[src/rtl/burst_col_pkg.sv]
package burst_col_pkg;

  // Width of the burst-length code taken from the mode register.
  localparam int BL_CODE_W = 3;
  // Largest finite burst is 2**BL_MAX_LOG beats.
  localparam int BL_MAX_LOG = 3;
  // Code that selects the full-page run.
  localparam logic [BL_CODE_W-1:0] BL_CODE_PAGE = 3'b111;

  typedef enum logic {
    ORD_SEQ = 1'b0,
    ORD_ILV = 1'b1
  } burst_order_e;

  // One column bit of the current beat.
  // Bits outside the burst block keep the start value. Inside the block,
  // interleaved order flips by the beat index and sequential order takes the sum.
  function automatic logic beat_bit(input logic in_block, input logic ilv,
                                    input logic base_b, input logic cnt_b,
                                    input logic sum_b);
    if (!in_block) return base_b;
    else if (ilv)  return base_b ^ cnt_b;
    else           return sum_b;
  endfunction

  // Low-bit mask of a finite burst of 2**log2_len beats.
  function automatic logic [31:0] block_mask(input logic [BL_CODE_W-1:0] log2_len);
    return (32'd1 << log2_len) - 32'd1;
  endfunction

endpackage

[src/rtl/burst_len_decode.sv]
module burst_len_decode
  import burst_col_pkg::*;
#(
  parameter int COL_W = 8
) (
  input  logic [BL_CODE_W-1:0] code_i,
  input  logic                 order_i,
  output logic [COL_W-1:0]     mask_o,
  output logic                 page_o,
  output logic                 ilv_o,
  output logic                 bad_o
);

  always_comb begin
    mask_o = '0;
    page_o = 1'b0;
    ilv_o  = 1'b0;
    bad_o  = 1'b0;
    if (code_i == BL_CODE_PAGE) begin
      if (order_i == ORD_ILV) begin
        bad_o = 1'b1;
      end else begin
        mask_o = '1;
        page_o = 1'b1;
      end
    end else if (int'(code_i) <= BL_MAX_LOG) begin
      mask_o = COL_W'(block_mask(code_i));
      ilv_o  = (order_i == ORD_ILV);
    end else begin
      bad_o = 1'b1;
    end
  end

endmodule

[src/rtl/burst_beat_ctrl.sv]
module burst_beat_ctrl #(
  parameter int COL_W = 8
) (
  input  logic             clk_i,
  input  logic             rst_ni,
  input  logic             start_i,
  input  logic             stop_i,
  input  logic [COL_W-1:0] col_i,
  input  logic [COL_W-1:0] mask_i,
  input  logic             page_i,
  input  logic             ilv_i,
  input  logic             bad_i,
  output logic             active_o,
  output logic [COL_W-1:0] base_o,
  output logic [COL_W-1:0] cnt_o,
  output logic [COL_W-1:0] mask_o,
  output logic             page_o,
  output logic             ilv_o,
  output logic             err_o,
  output logic             last_o
);

  logic at_end;

  // A finite burst ends when the beat index reaches the block mask.
  assign at_end = active_o && !page_o && (cnt_o == mask_o);
  assign last_o = at_end;

  always_ff @(posedge clk_i or negedge rst_ni) begin
    if (!rst_ni) begin
      active_o <= 1'b0;
      base_o   <= '0;
      cnt_o    <= '0;
      mask_o   <= '0;
      page_o   <= 1'b0;
      ilv_o    <= 1'b0;
      err_o    <= 1'b0;
    end else begin
      err_o <= start_i && bad_i;
      if (start_i) begin
        active_o <= 1'b1;
        base_o   <= col_i;
        cnt_o    <= '0;
        mask_o   <= mask_i;
        page_o   <= page_i;
        ilv_o    <= ilv_i;
      end else if (stop_i || at_end) begin
        active_o <= 1'b0;
      end else if (active_o) begin
        cnt_o <= cnt_o + COL_W'(1);
      end
    end
  end

endmodule

[src/rtl/burst_col_map.sv]
module burst_col_map
  import burst_col_pkg::*;
#(
  parameter int COL_W = 8
) (
  input  logic [COL_W-1:0] base_i,
  input  logic [COL_W-1:0] cnt_i,
  input  logic [COL_W-1:0] mask_i,
  input  logic             ilv_i,
  output logic [COL_W-1:0] col_o
);

  logic [COL_W-1:0] sum;

  // The block mask covers only low contiguous bits, so the carry into them
  // always comes from below and the sum needs no extra wrap logic.
  assign sum = base_i + cnt_i;

  for (genvar b = 0; b < COL_W; b++) begin : g_bit
    assign col_o[b] = beat_bit(mask_i[b], ilv_i, base_i[b], cnt_i[b], sum[b]);
  end

endmodule

[src/rtl/burst_col_gen.sv]
module burst_col_gen
  import burst_col_pkg::*;
#(
  parameter int COL_W = 8
) (
  input  logic                 clk_i,
  input  logic                 rst_ni,
  input  logic                 start_i,
  input  logic [COL_W-1:0]     start_col_i,
  input  logic [BL_CODE_W-1:0] len_code_i,
  input  logic                 order_i,
  input  logic                 stop_i,
  output logic [COL_W-1:0]     col_o,
  output logic                 valid_o,
  output logic                 last_o,
  output logic                 cfg_err_o
);

  logic [COL_W-1:0] dec_mask;
  logic             dec_page;
  logic             dec_ilv;
  logic             dec_bad;

  logic             active;
  logic [COL_W-1:0] base_col;
  logic [COL_W-1:0] beat_cnt;
  logic [COL_W-1:0] cur_mask;
  logic             cur_page;
  logic             cur_ilv;
  logic             cur_err;
  logic             cur_last;
  logic [COL_W-1:0] mapped_col;

  // Named events for the checker.
  logic start_evt;
  logic stop_evt;
  logic finish_evt;

  assign start_evt  = start_i;
  assign stop_evt   = stop_i && !start_i && active;
  assign finish_evt = cur_last && !start_i;

  burst_len_decode #(.COL_W(COL_W)) u_decode (
    .code_i  (len_code_i),
    .order_i (order_i),
    .mask_o  (dec_mask),
    .page_o  (dec_page),
    .ilv_o   (dec_ilv),
    .bad_o   (dec_bad)
  );

  burst_beat_ctrl #(.COL_W(COL_W)) u_ctrl (
    .clk_i    (clk_i),
    .rst_ni   (rst_ni),
    .start_i  (start_evt),
    .stop_i   (stop_i),
    .col_i    (start_col_i),
    .mask_i   (dec_mask),
    .page_i   (dec_page),
    .ilv_i    (dec_ilv),
    .bad_i    (dec_bad),
    .active_o (active),
    .base_o   (base_col),
    .cnt_o    (beat_cnt),
    .mask_o   (cur_mask),
    .page_o   (cur_page),
    .ilv_o    (cur_ilv),
    .err_o    (cur_err),
    .last_o   (cur_last)
  );

  burst_col_map #(.COL_W(COL_W)) u_map (
    .base_i (base_col),
    .cnt_i  (beat_cnt),
    .mask_i (cur_mask),
    .ilv_i  (cur_ilv),
    .col_o  (mapped_col)
  );

  assign col_o     = active ? mapped_col : '0;
  assign valid_o   = active;
  assign last_o    = cur_last;
  assign cfg_err_o = cur_err;

endmodule

[config.mk]
export PLATFORM = sky130hd
export DESIGN_NAME = burst_col_gen
export DESIGN_NICKNAME = d
export VERILOG_FILES = /design/src/rtl/burst_col_pkg.sv /design/src/rtl/burst_len_decode.sv /design/src/rtl/burst_beat_ctrl.sv /design/src/rtl/burst_col_map.sv /design/src/rtl/burst_col_gen.sv
export SDC_FILE = /design/constraint.sdc
export NUM_CORES = 1
export LEC_CHECK = 0
export ABC_AREA = 1
export BUFFER_PORTS_ARGS = -buffer_cell sky130_fd_sc_hd__buf_2
export CORE_MARGIN = 1
export CORE_UTILIZATION = 28
export CTS_CLUSTER_SIZE = 14
export DETAILED_ROUTE_END_ITERATION = 7
export RECOVER_POWER = 25
export SKIP_CTS_REPAIR_TIMING = 1
export SLEW_MARGIN = 20
export SYNTH_ARGS = -nofsm -noshare
export SYNTH_HDL_FRONTEND = slang
export SYNTH_SLANG_ARGS = --single-unit
export TNS_END_PERCENT = 30
[constraint.sdc]
create_clock -name clk_i -period 1.5 [get_ports clk_i]
set_input_delay 0.225 -clock clk_i [delete_from_list [all_inputs] [get_ports clk_i]]
set_output_delay 0.225 -clock clk_i [all_outputs]
set_load 0.01 [all_outputs]
Yosys cells after proc, flatten, opt, wreduce, memory -nomap -nowiden
Index checks and enable logic that the tools add are counted.
{"block": "classes", "n_addsub": 3, "n_mul": 0, "div": 0, "magnitude_cmp": 1, "n_eq_ne": 3, "n_shift": 1, "muxes": 32, "bitwise_logic": 8, "n_reduce_logical": 8}
{"cell": "$mux W8", "n": 7}
{"cell": "$mux W1", "n": 25}
{"cell": "$add A8 B1 Y8 const B", "n": 1}
{"cell": "$add A8 B8 Y8", "n": 1}
{"cell": "$eq A8 B8 Y1", "n": 1}
{"cell": "$shl A1 B3 Y8 const A", "n": 1}
{"cell": "$sub A8 B1 Y8 const B", "n": 1}
{"cell": "$xor A1 B1 Y1", "n": 8}
{"cell": "$reduce_bool A2 Y1", "n": 2}
{"cell": "$eq A3 B3 Y1 const B", "n": 1}
{"cell": "$le A3 B2 Y1 const B", "n": 1}
{"cell": "$logic_and A1 B1 Y1", "n": 3}
{"cell": "$ne A2 B2 Y1 const B", "n": 1}
{"cell": "$reduce_and A2 Y1", "n": 1}
{"cell": "$logic_not A1 Y1", "n": 1}
{"cell": "$logic_or A1 B1 Y1", "n": 1}
{"block": "totals", "reg_bits": 28, "latch_bits": 0, "ram_bits": 0, "mem_bits_ro": 0, "in_bits": 16, "output_inout_bits": 11, "wordCells": 63, "n_memories": 0}

Depth between registers and ports, before layout
{"block": "logic_depth", "depth_word": 6, "depth_mapped": 11}

By module
From an unflattened synthesis, not the netlist that was laid out.
{"block": "hier_totals", "cells_unflattened": 309, "area_unflattened_um2": 2047.0}
{"mod": "burst_beat_ctrl", "n_inst": 1, "cells_each": 185, "area_per_inst_um2": 1420.1}
{"mod": "burst_col_map", "n_inst": 1, "cells_each": 79, "area_per_inst_um2": 435.4}
{"mod": "burst_len_decode", "n_inst": 1, "cells_each": 28, "area_per_inst_um2": 126.4}
{"mod": "burst_col_gen", "n_inst": 1, "cells_each": 17, "area_per_inst_um2": 65.1}

Least setup slack after synthesis
Ideal clock, no wire load.
{"block": "synth_path", "path_type": "reg-to-output", "start": "reg u_ctrl.cnt_o[0]", "end": "out col_o[1]", "arrival_time_ns": 1.549, "required_time_ns": 1.275, "slack_ns": -0.274, "path_stages_with_launch": 5, "n_path_buf": 0, "cell_sequence": "dfrtp_1 ha_1 fa_1 nand2_1 a221oi_1"}
{"block": "synth_via", "elab_chain_len": 4}
{"item": "start, declared", "line_no": "burst_beat_ctrl.sv:15", "rtl": "output logic [COL_W-1:0] cnt_o,"}
{"item": "start signal, assigned", "line_no": "burst_beat_ctrl.sv:50", "rtl": "cnt_o <= cnt_o + COL_W'(1);"}
{"item": "$add A8 B8 Y8", "line_no": "burst_col_map.sv:17", "rtl": "assign sum = base_i + cnt_i;"}
{"item": "$mux W1", "line_no": "burst_col_pkg.sv:22", "rtl": "else if (ilv) return base_b ^ cnt_b;"}
{"item": "$mux W1", "line_no": "burst_col_pkg.sv:21", "rtl": "if (!in_block) return base_b;"}
{"item": "$mux W8", "line_no": "burst_col_gen.sv:80", "rtl": "assign col_o = active ? mapped_col : '0;"}
{"item": "end, declared", "line_no": "burst_col_gen.sv:13", "rtl": "output logic [COL_W-1:0] col_o,"}
No other way between the ends.

Worst setup path after layout
{"block": "layout_path", "start": "reg u_ctrl.base_o[0]", "end": "out col_o[4]"}
{"block": "layout_via", "elab_chain_len": 4}
{"item": "start, declared", "line_no": "burst_beat_ctrl.sv:14", "rtl": "output logic [COL_W-1:0] base_o,"}
{"item": "start signal, assigned", "line_no": "burst_beat_ctrl.sv:42", "rtl": "base_o <= col_i;"}
{"item": "$add A8 B8 Y8", "line_no": "burst_col_map.sv:17"}
{"item": "$mux W1", "line_no": "burst_col_pkg.sv:22"}
{"item": "$mux W1", "line_no": "burst_col_pkg.sv:21"}
{"item": "$mux W8", "line_no": "burst_col_gen.sv:80"}
No other way between the ends.

==> impl_metrics.csv <==
group,metric,value,unit
status,status,"finished, violations left",
status,violations,"hold timing, setup timing",
timing,final.min_clock_period,2.211,ns
route,dr_wl_met3,191,µm
cts,clock-root-buffer,"clkbuf_8",
route,met1_length,2.426,mm
yosys,syn_nets,278,
yosys,avgSynthCellArea,7.398,µm²
power_and_ir_drop,leakagePower,1.339,nW
critical_path,worstPathArrival,1.99,ns
yosys,syn-instance-count,252,
timing,setup_violations,17,
floorplanning,start_util,0.2919,
floorplanning,die_x,83.60,µm
critical_path,cp-start-kind,"register",
route,via_per_inst,4.722,
cts,clock_latency,0.29,ns
yosys,synthArstFlopShare,1.000,
floorplanning,dieArea,6988,µm²
floorplanning,io_pins,27,
cells_and_area,nets,338,
timing,finClkSkew,0.003895,ns
yosys,synth_ff_type,"dfrtp_1",
power_and_ir_drop,combPwrFrac,0.277,
job,maxCapViolations,0,
timing,max_slew_margin,0.5049,
critical_path,max_stage_delay,0.40,ns
cts,clock_path_buffers,2,
timing,slew_violations,0,
cts,clock_sinks,28,
critical_path,crit_slowest_cell,"dfrtp_1",
cells_and_area,n_antenna_cell,0,
global_route,antenna_found_initial,0,
global_route,grt_pass1_wl,8.211,mm
yosys,synth-seq-cells,28,
global_route,grt_overflow,0,
critical_path,cp_common_cell,"a21oi_2",
critical_path,critPathRequiredTime,1.27,ns
hold_path,holdCritPathClass,"input port to asynchronous set/reset pin",
route,drcViolationCount,0,
cts,numCtsBuffers,3,
timing,period_share,1.474,
critical_path,crit_family,"adder cells",
floorplanning,core_area,6386,µm²
critical_path,rr_endpoint,"u_ctrl.cnt_o[3]",
timing,holdWs,-0.02364,ns
power_and_ir_drop,power_switching,0.5959,mW
placement,place.gp.congestion,0.8701,
placement,numPortBuffers,26,
timing,grt_setup_unrepaired,"yes",
route,wl,5.055,mm
power_and_ir_drop,power_density,734.9,nW/µm²
route,detail-route-antenna-nets,0,
yosys,ys_seq_area_frac,0.3758,
critical_path,crit_path_max_fanout,3,
power_and_ir_drop,seq_power_share,0.456,
route,drt_pass1_iterations,4,
floorplanning,die_h,83.60,µm
critical_path,crit_start,"u_ctrl.base_o[0]",
yosys,synth_cell_types,28,
power_and_ir_drop,finalPower,1.868,mW
yosys,synth_area,1864,µm²
route,wl_met2,2.385,mm
power_and_ir_drop,irDropWorstVdd,0.0003366,V
cells_and_area,drive_above_1_share,0.3119,
cts,cts_tree,"built",
global_route,grt_use_total,0.1475,
placement,dpl_worst_slack,-0.3307,ns
route,top_layer,"met4",
route,wl_per_cell,13.03,µm
floorplanning,num_rows,29,
timing,max_slew.worst_pin.slew,0.7427,ns
critical_path,reg2reg_from,"u_ctrl.cnt_o[5]",
critical_path,ff2ff_path_depth,8,
critical_path,crit_buf_inv,2,
timing,setup_ws,-0.7108,ns
power_and_ir_drop,clockPowerShare,0.267,
yosys,synth_edf_count,0,
route,drt_iter0_drc,159,
critical_path,r2r_slack,-0.08,ns
global_route,grt_max_degree,29,
yosys,yosys_warnings,0,
placement,place_hpwl,3.657,mm
cells_and_area,area_growth,36.31,%
critical_path,worstPathCellList,"ha_2 -> fa_2 -> buf_6 -> nand3_2 -> a21oi_2 -> xnor2_1 -> a21oi_2 -> buf_2",
route,route.vias.total,1832,
placement,placed_cell_area,2322,µm²
cts,h-tree-depth,1,
power_and_ir_drop,power_switching_share,0.3191,
critical_path,cp-end-kind,"output pin",
global_route,first_global_vias,1768,
power_and_ir_drop,p_int,1.272,mW
cts,clk_pin_slew,0.10,ns
timing,fmax,452.3,MHz
timing,finalHoldViolCount,28,
critical_path,worstSetupPathType,"register to output pin",
cells_and_area,final_area,2541,µm²
==> synthesized netlist by cell type, types with 3 or more instances <==
cell type,number,area [µm²]
nand2_1,66,247.7
inv_1,39,146.4
dfrtp_1,28,700.7
nand3_1,22,110.1
o21ai_0,13,65.06
a21oi_1,12,60.06
nor2_1,12,45.04
nand4_1,11,68.82
ha_1,9,112.6
xor2_1,9,78.83
clkbuf_1,3,11.26
nor3_1,3,15.01
o211ai_1,3,22.52
==> layer usage <==
layer	GRT usage	vias to the layer above
met5	0	-
met1	0.2047	848
met3	0.02868	7
met4	0.03236	0
met2	0.2373	40
li1	-	937
==> cells in the final DEF (no fill, tap or decap), types with 4 or more instances in the layout <==
master,netlist,layout
buf_2,2,25
a21oi_1,12,10
xor2_1,9,9
inv_1,39,38
nand3_1,22,18
nor2_1,12,11
nand4_1,11,11
dfrtp_1,28,26
o21ai_0,13,12
nand2_1,66,64
buf_4,0,34
ha_4,0,6
clkbuf_8,0,4
==> per-stage QoR <==
stage               hold WS (ns)    util  TNS [ns]  instances
global placement          0.3030  0.3636    -2.050        379
CTS                    -0.009004  0.3723    -5.112        383
floorplan               -0.07059       -   -0.8412        252
finish                  -0.02364  0.3979    -5.168        388
global route             0.04351  0.3979    -7.673        388
detailed placement        0.3062  0.3636    -2.197        379
==> area by class of cell <==
class / count / area (µm²)
fillers: 676 / 3845
clock buffers: 4 / 55.05
well taps: 77 / 96.34
inverters: 41 / 153.9
flip-flops and latches: 28 / 703.2
repair buffers: 62 / 407.9
multi-input cells: 176 / 1125
==> state kept, by name, indices dropped and copies added (netlist names) <==
name	count
u_ctrl.err_o	1
u_ctrl.page_o	1
u_ctrl.base_o	8
u_ctrl.cnt_o	8
u_ctrl.active_o	1
u_ctrl.ilv_o	1
u_ctrl.mask_o	8
==> worst max path at each step <==
stage	endpoint	slack (ns)	cells after the start
4_1_cts	col_o[6]	-0.66	10
5_1_grt	col_o[6]	-0.80	8
3_3_place_gp	col_o[1]	-0.31	5
6_report	col_o[4]	-0.71	8
2_1_floorplan	col_o[1]	-0.19	4
3_5_place_dp	col_o[6]	-0.33	10
==> logic make-up (layout without fill, tap and decap cells) <==
kind of cell / after synthesis / count (layout) / share of synthesized area
fa+ha+maj: 10 / 10 / 0.07114
xor+xnor: 11 / 11 / 0.05168
flops: 28 / 28 / 0.3758
buf+inv: 48 / 107 / 0.09933
compound gates: 34 / 34 / 0.1040
simple gates: 121 / 121 / 0.2980
==> power groups by stage <==
stage               Combinational [mW]  Clock, mW  Sequential [mW]
floorplan                        0.260          0            0.860
global placement                 0.466          0            0.860
detailed placement               0.469          0            0.861
CTS                              0.471      0.509            0.846
global route                     0.581      0.538            0.860
finish                           0.517      0.498            0.852
Power figures use the tool's default switching activity.
